[src/rtl/swl_pkg.sv]
package swl_pkg;
   typedef enum logic [2:0] {
      RX_IDLE,
      RX_START,
      RX_DATA,
      RX_PAR,
      RX_STOP
   } rx_state_t;

   typedef struct packed {
      logic [7:0] data;
      logic       parity;
      logic       stop_ok;
   } rx_frame_t;
endpackage

[src/rtl/swl_sync.sv]
module swl_sync #(
   parameter int STAGES = 2
) (
   input  logic clk,
   input  logic rst_n,
   input  logic d_i,
   output logic q_o
);
   generate
      if (STAGES == 0) begin : g_bypass
         assign q_o = d_i;
      end else begin : g_chain
         logic [STAGES-1:0] chain_q;
         always_ff @(posedge clk or negedge rst_n) begin
            if (!rst_n) chain_q <= '1;
            else        chain_q <= {chain_q[STAGES-2 >= 0 ? STAGES-2 : 0 : 0], d_i} & {STAGES{1'b1}};
         end
         assign q_o = chain_q[STAGES-1];
      end
   endgenerate
endmodule

[src/rtl/swl_frame_rx.sv]
module swl_frame_rx
   import swl_pkg::*;
#(
   parameter int BIT_CLKS = 16
) (
   input  logic      clk,
   input  logic      rst_n,
   input  logic      line_i,
   output logic      done_o,
   output rx_frame_t frame_o
);
   localparam int CW   = $clog2(BIT_CLKS);
   localparam int HALF = BIT_CLKS / 2;
   localparam logic [CW-1:0] RELOAD_FULL = CW'(BIT_CLKS - 1);
   localparam logic [CW-1:0] RELOAD_HALF = CW'(HALF - 1);

   rx_state_t     state_q;
   logic [CW-1:0] cnt_q;
   logic [2:0]    idx_q;
   logic [7:0]    shift_q;
   logic          par_q;
   logic          prev_q;
   logic          tick;

   assign tick = (cnt_q == '0);

   always_ff @(posedge clk or negedge rst_n) begin
      if (!rst_n) begin
         state_q <= RX_IDLE;
         cnt_q   <= '0;
         idx_q   <= '0;
         shift_q <= '0;
         par_q   <= 1'b0;
         prev_q  <= 1'b1;
         done_o  <= 1'b0;
         frame_o <= '0;
      end else begin
         done_o <= 1'b0;
         prev_q <= line_i;
         if (state_q != RX_IDLE && !tick) cnt_q <= cnt_q - 1'b1;
         case (state_q)
            RX_IDLE: begin
               if (prev_q && !line_i) begin
                  state_q <= RX_START;
                  cnt_q   <= RELOAD_HALF;
               end
            end
            RX_START: begin
               if (tick) begin
                  if (!line_i) begin
                     state_q <= RX_DATA;
                     cnt_q   <= RELOAD_FULL;
                     idx_q   <= '0;
                  end else begin
                     state_q <= RX_IDLE;
                  end
               end
            end
            RX_DATA: begin
               if (tick) begin
                  shift_q <= {line_i, shift_q[7:1]};
                  cnt_q   <= RELOAD_FULL;
                  if (idx_q == 3'd7) state_q <= RX_PAR;
                  else               idx_q   <= idx_q + 1'b1;
               end
            end
            RX_PAR: begin
               if (tick) begin
                  par_q   <= line_i;
                  cnt_q   <= RELOAD_FULL;
                  state_q <= RX_STOP;
               end
            end
            RX_STOP: begin
               if (tick) begin
                  frame_o <= '{data: shift_q, parity: par_q, stop_ok: line_i};
                  done_o  <= 1'b1;
                  state_q <= RX_IDLE;
               end
            end
            default: state_q <= RX_IDLE;
         endcase
      end
   end

   AST_DONE_AFTER_STOP: assert property (@(posedge clk) disable iff (!rst_n)
      done_o |-> $past(state_q) == RX_STOP) else $error("done without stop");
endmodule

[src/rtl/swl_link_gate.sv]
module swl_link_gate
   import swl_pkg::*;
#(
   parameter logic [7:0] REV_OP = 8'h00
) (
   input  logic       clk,
   input  logic       rst_n,
   input  logic       tgt_reset_i,
   input  logic       done_i,
   input  rx_frame_t  frame_i,
   output logic [7:0] cmd_o,
   output logic       cmd_valid_o,
   output logic       open_cmd_o,
   output logic       link_open_o,
   output logic       halt_o,
   output logic       frame_err_o,
   output logic       nack_o
);
   logic rst_prev_q;
   logic reset_rise;
   logic is_rev;

   assign reset_rise = tgt_reset_i && !rst_prev_q;
   assign is_rev     = (frame_i.data == REV_OP);

   always_ff @(posedge clk or negedge rst_n) begin
      if (!rst_n) begin
         rst_prev_q  <= 1'b0;
         cmd_o       <= '0;
         cmd_valid_o <= 1'b0;
         open_cmd_o  <= 1'b0;
         link_open_o <= 1'b0;
         halt_o      <= 1'b0;
         frame_err_o <= 1'b0;
         nack_o      <= 1'b0;
      end else begin
         rst_prev_q  <= tgt_reset_i;
         cmd_valid_o <= 1'b0;
         open_cmd_o  <= 1'b0;
         frame_err_o <= 1'b0;
         nack_o      <= 1'b0;
         if (reset_rise) begin
            link_open_o <= 1'b0;
         end else if (done_i) begin
            if (!frame_i.stop_ok) begin
               frame_err_o <= 1'b1;
            end else if (frame_i.parity) begin
               nack_o <= 1'b1;
            end else if (!link_open_o) begin
               if (is_rev) begin
                  link_open_o <= 1'b1;
                  cmd_valid_o <= 1'b1;
                  open_cmd_o  <= 1'b1;
                  cmd_o       <= frame_i.data;
                  if (tgt_reset_i) halt_o <= 1'b1;
               end
            end else begin
               cmd_valid_o <= 1'b1;
               cmd_o       <= frame_i.data;
            end
         end
      end
   end

   AST_STROBE_WHILE_OPEN: assert property (@(posedge clk) disable iff (!rst_n)
      cmd_valid_o |-> link_open_o) else $error("strobe while closed");
   AST_OPEN_CMD_IS_REV: assert property (@(posedge clk) disable iff (!rst_n)
      open_cmd_o |-> (cmd_valid_o && cmd_o == REV_OP)) else $error("bad opening");
   AST_ONE_EVENT: assert property (@(posedge clk) disable iff (!rst_n)
      $onehot0({cmd_valid_o, frame_err_o, nack_o})) else $error("events overlap");
   AST_HALT_NEEDS_RESET: assert property (@(posedge clk) disable iff (!rst_n)
      $rose(halt_o) |-> $past(tgt_reset_i)) else $error("halt without reset");
   AST_HALT_STICKY: assert property (@(posedge clk) disable iff (!rst_n)
      halt_o |=> halt_o) else $error("halt dropped");
   AST_RESET_CLOSES: assert property (@(posedge clk) disable iff (!rst_n)
      $rose(tgt_reset_i) |=> !link_open_o) else $error("link stayed open");
endmodule

[src/rtl/swl_front.sv]
module swl_front
   import swl_pkg::*;
#(
   parameter int         BIT_CLKS    = 16,
   parameter int         SYNC_STAGES = 2,
   parameter logic [7:0] REV_OP      = 8'h00
) (
   input  logic       clk,
   input  logic       rst_n,
   input  logic       tgt_reset_i,
   input  logic       line_i,
   output logic [7:0] cmd_o,
   output logic       cmd_valid_o,
   output logic       open_cmd_o,
   output logic       link_open_o,
   output logic       halt_o,
   output logic       frame_err_o,
   output logic       nack_o
);
   generate
      if (BIT_CLKS < 4) begin : g_bad_bit
         $error("BIT_CLKS must be at least 4");
      end
      if (SYNC_STAGES < 0 || SYNC_STAGES > 3) begin : g_bad_sync
         $error("SYNC_STAGES must be 0 to 3");
      end
   endgenerate

   logic      line_s;
   logic      done;
   rx_frame_t frame;

   swl_sync #(.STAGES(SYNC_STAGES)) u_sync (
      .clk(clk), .rst_n(rst_n), .d_i(line_i), .q_o(line_s)
   );

   swl_frame_rx #(.BIT_CLKS(BIT_CLKS)) u_rx (
      .clk(clk), .rst_n(rst_n), .line_i(line_s), .done_o(done), .frame_o(frame)
   );

   swl_link_gate #(.REV_OP(REV_OP)) u_gate (
      .clk(clk), .rst_n(rst_n), .tgt_reset_i(tgt_reset_i),
      .done_i(done), .frame_i(frame),
      .cmd_o(cmd_o), .cmd_valid_o(cmd_valid_o), .open_cmd_o(open_cmd_o),
      .link_open_o(link_open_o), .halt_o(halt_o),
      .frame_err_o(frame_err_o), .nack_o(nack_o)
   );
endmodule

[config.mk]
export PLATFORM = sky130hd
export DESIGN_NAME = swl_front
export DESIGN_NICKNAME = d
export VERILOG_FILES = /design/src/rtl/swl_pkg.sv /design/src/rtl/swl_sync.sv /design/src/rtl/swl_frame_rx.sv /design/src/rtl/swl_link_gate.sv /design/src/rtl/swl_front.sv
export SDC_FILE = /design/constraint.sdc
export NUM_CORES = 1
export LEC_CHECK = 0
export BUFFER_PORTS_ARGS = -buffer_cell sky130_fd_sc_hd__buf_2
export CAP_MARGIN = 30
export CORE_MARGIN = 2
export CORE_UTILIZATION = 35
export CTS_CLUSTER_SIZE = 40
export DETAILED_ROUTE_END_ITERATION = 16
export SLEW_MARGIN = 15
export SYNTH_ARGS = -nofsm -noshare
export SYNTH_HDL_FRONTEND = slang
export SYNTH_SLANG_ARGS = --single-unit
[constraint.sdc]
create_clock -name clk -period 2 [get_ports clk]
set_input_delay 0.2 -clock clk [delete_from_list [all_inputs] [get_ports clk]]
set_output_delay 0.2 -clock clk [all_outputs]
set_load 0.02 [all_outputs]
==> results.sh <==
export IMPL_status="completed"
export IMPL_io_pin_count=18
export IMPL_drive_gt1_share_pct=38.0
export IMPL_finalSetupViolations=0
export IMPL_fin_skew_ps=10.5
export IMPL_detail_route_antenna_nets=0
export IMPL_worst_pin_slew_ps=547
export IMPL_grt_pass1_wl_microns=6110
export IMPL_start_util_pct=35.8
export IMPL_synth_area_sq_um=1950
export IMPL_grt_max_degree=26
export IMPL_yosysSeqAreaShare_pct=61.8
export IMPL_drv_cap=0
export IMPL_clockBufferDepth=2
export IMPL_r2r_cells=7
export IMPL_worstHoldStart="tgt_reset_i"
export IMPL_finalInstanceArea_sq_um=2250
export IMPL_utilization_pct=41.3
export IMPL_setup_tns_final_ps=0
export IMPL_final_nets=177
export IMPL_worstSetupPathType="register to register"
export IMPL_drt_wl_total_microns=3330
export IMPL_ys_warnings_count=0
export IMPL_r2r_start="u_rx.cnt_q[0]"
export IMPL_cts_root_buffer="clkbuf_8"
export IMPL_netlist_instances=145
export IMPL_die_area_sq_um=6180
export IMPL_netlist_top_cell_by_area="dfrtp_1"
export IMPL_yosysMostFrequentCell="dfrtp_1"
export IMPL_htree_num_levels=2
export IMPL_reg2reg_slack_ps=140
export IMPL_cts_tree="done"
export IMPL_diodes=0
export IMPL_rsz0062_at_grt="false"
export IMPL_antenna_found_initial=0
export IMPL_clk_latency_ps=300
export IMPL_worstHoldPathType="input port to register"
export IMPL_gp_congestion=0.735
export IMPL_synth_edf_count=0
export IMPL_critPathCaptureType="register"
export IMPL_fmax_mhz=539
export IMPL_yosysTopAreaCellShare_pct=57.8
export IMPL_worstPathArrival_ps=2040
export IMPL_grt_usage_pct=12.7
export IMPL_postCtsSetupBuffers=0
export IMPL_worst_ep_required_time_ps=2180
export IMPL_crit_path_max_fanout=11
export IMPL_r2r_end="u_rx.frame_o[7]"
export IMPL_gr_total_overflow=0
export IMPL_finalCriticalPeriod_ps=1860
export IMPL_peakVddDrop_mv=0.383
export IMPL_cts_buffers=5
export IMPL_synthTopCellsByCount="45 x dfrtp_1, 28 x mux2_2, 10 x nand2_1, 8 x nor2_1, 5 x inv_1"
export IMPL_wire_per_inst_microns=13.7
export IMPL_area_growth_pct=15.3
export IMPL_power_leakage_nw=1.17
export IMPL_clk_pin_slew_ps=90
export IMPL_ys_ff_latch=48
export IMPL_rows=27
export IMPL_synth_distinct_cells=33
export IMPL_synth_top_cells_by_area="dfrtp_1 58%, mux2_2 16%, dfstp_2 4.0%"
export IMPL_dieWidth_microns=78.6
export IMPL_synthesis_nets=152
export IMPL_final_fill_count=513
export IMPL_synthArstFlopShare_pct=100
export IMPL_cp_startpoint="u_rx.cnt_q[0]"
export IMPL_cp_endpoint="u_rx.frame_o[7]"
export IMPL_synth_main_ff_cell="dfrtp_1"
export IMPL_core_area_sq_um=5440
export IMPL_drcViolationCount=0
export IMPL_cts_sinks=48
export IMPL_powerDensity_nw_per_um2=986
export IMPL_fin_crit_sh_pct=92.8
export IMPL_multiInputGateArea_sq_um=706
export IMPL_syn_area_per_cell_sq_um=13.4
export IMPL_drtIter0Drc=61
export IMPL_finalMaxSlewViolations=0
export IMPL_final_hold_viol_count=0
export IMPL_drtPass1Iterations=3
export IMPL_hpwlAfterDp_microns=2420
export IMPL_vias_per_cell=4.85
export IMPL_relSlewSlack_pct=63.5
export IMPL_placedInstanceArea_sq_um=2130
export IMPL_port_buffers=17
export IMPL_area_sequential_sq_um=1200
export IMPL_grt_pass1_vias=1322
export IMPL_via_count=1178
export IMPL_die_h_microns=78.6
export IMPL_power_w=0.00222
export IMPL_start_kind="register"
layer usage:
| layer | wire length (microns) | part of all wire [%] | track usage [%] | vias to the layer above |
|---|---|---|---|---|
| met5 | 0 | 0 | 0 | - |
| met4 | 55 | 1.7 | 4.74 | 0 |
| met3 | 121 | 3.6 | 4.14 | 7 |
| met2 | 1690 | 51 | 22.3 | 13 |
| met1 | 1460 | 44 | 14.3 | 599 |
| li1 | - | - | - | 559 |
worst max-delay path, stage by stage (launching register included):
cell and delay (ps):
dfrtp_1 420, inv_1 80, ha_1 180, nor3b_1 230
buf_4 230, nand3_1 100, buf_4 200, mux2_2 280
cell usage in the layout (no fill, tap or decap), types with 2 or more instances in the layout:
master / count
nand3_1: 2
dfrtp_1: 45
dfstp_2: 3
clkinv_2: 2
nand2b_1: 3
nor3_1: 3
buf_2: 17
inv_1: 5
nor2_1: 7
nand2_1: 10
nor4_1: 2
a22o_1: 2
nor3b_1: 3
buf_4: 4
clkbuf_8: 6
mux2_2: 28
dlygate4sd3_1: 2
ha_1: 3
a311oi_1: 2
a21o_1: 3
o21ai_0: 3
state kept, by name, summed over array words and instances (netlist names), 2 cells and up:
| register | count |
|---|---|
| u_rx.frame_o | 10 |
| u_gate.cmd_o | 8 |
| u_rx.shift_q | 8 |
| u_rx.cnt_q | 4 |
| u_rx.idx_q | 3 |
| u_rx.state_q | 3 |
| u_sync.g_chain.chain_q | 2 |
logic make-up (layout without fill, tap and decap cells):
group / after synthesis / after routing / share of synthesized area (%)
compound gates: 15 / 15 / 5.65
fa+ha+maj: 3 / 3 / 1.93
buf+inv: 10 / 36 / 2.12
flops: 48 / 48 / 61.8
xor+xnor: 1 / 1 / 0.449
simple gates: 39 / 39 / 11.4
mux: 29 / 29 / 16.7
per-stage QoR:
stage | hold slack, ps | worst slack (ps) | instances
2_1_floorplan | -95.6 | 381 | 145
3_5_place_dp | 221 | 153 | 233
4_1_cts | 29.7 | 119 | 243
3_3_place_gp | 215 | 282 | 233
5_1_grt | 27.8 | 10.1 | 243
6_report | 45.6 | 144 | 243
cell type report:
| type | count | area share (%) |
|---|---|---|
| clock buffer | 6 | 3.67 |
| multi-input combinational | 87 | 31.4 |
| clock inverter | 2 | 0.445 |
| inverter | 5 | 0.835 |
| tap | 72 | 4.01 |
| timing repair buffer | 23 | 6.01 |
| sequential | 48 | 53.6 |
worst min-delay path by stage:
stage                                   end  slack [ps]  cells past startpoint
after CTS                 u_gate.rst_prev_q          30                      1
final                     u_gate.rst_prev_q          50                      1
after floorplan             u_gate.cmd_o[0]        -100                      0
after detailed placement      u_rx.cnt_q[0]         220                      1
after global routing      u_gate.rst_prev_q          30                      1
after global placement        u_rx.cnt_q[1]         210                      1
power breakdown:
| group | internal, W | switching (W) | total (W) |
|---|---|---|---|
| Clock | 0.000276 | 0.000313 | 0.000589 |
| Sequential | 0.00108 | 0.000124 | 0.00121 |
| Combinational | 0.000207 | 0.000213 | 0.000420 |
repair_timing:
item / CTS / global route
hold endpoints to repair: 24 / 0
hold buffers: 2 / 0
setup endpoints to repair: 0 / 3
resized for setup: 0 / 1
Note: power is estimated with default switching activity, not from simulation.
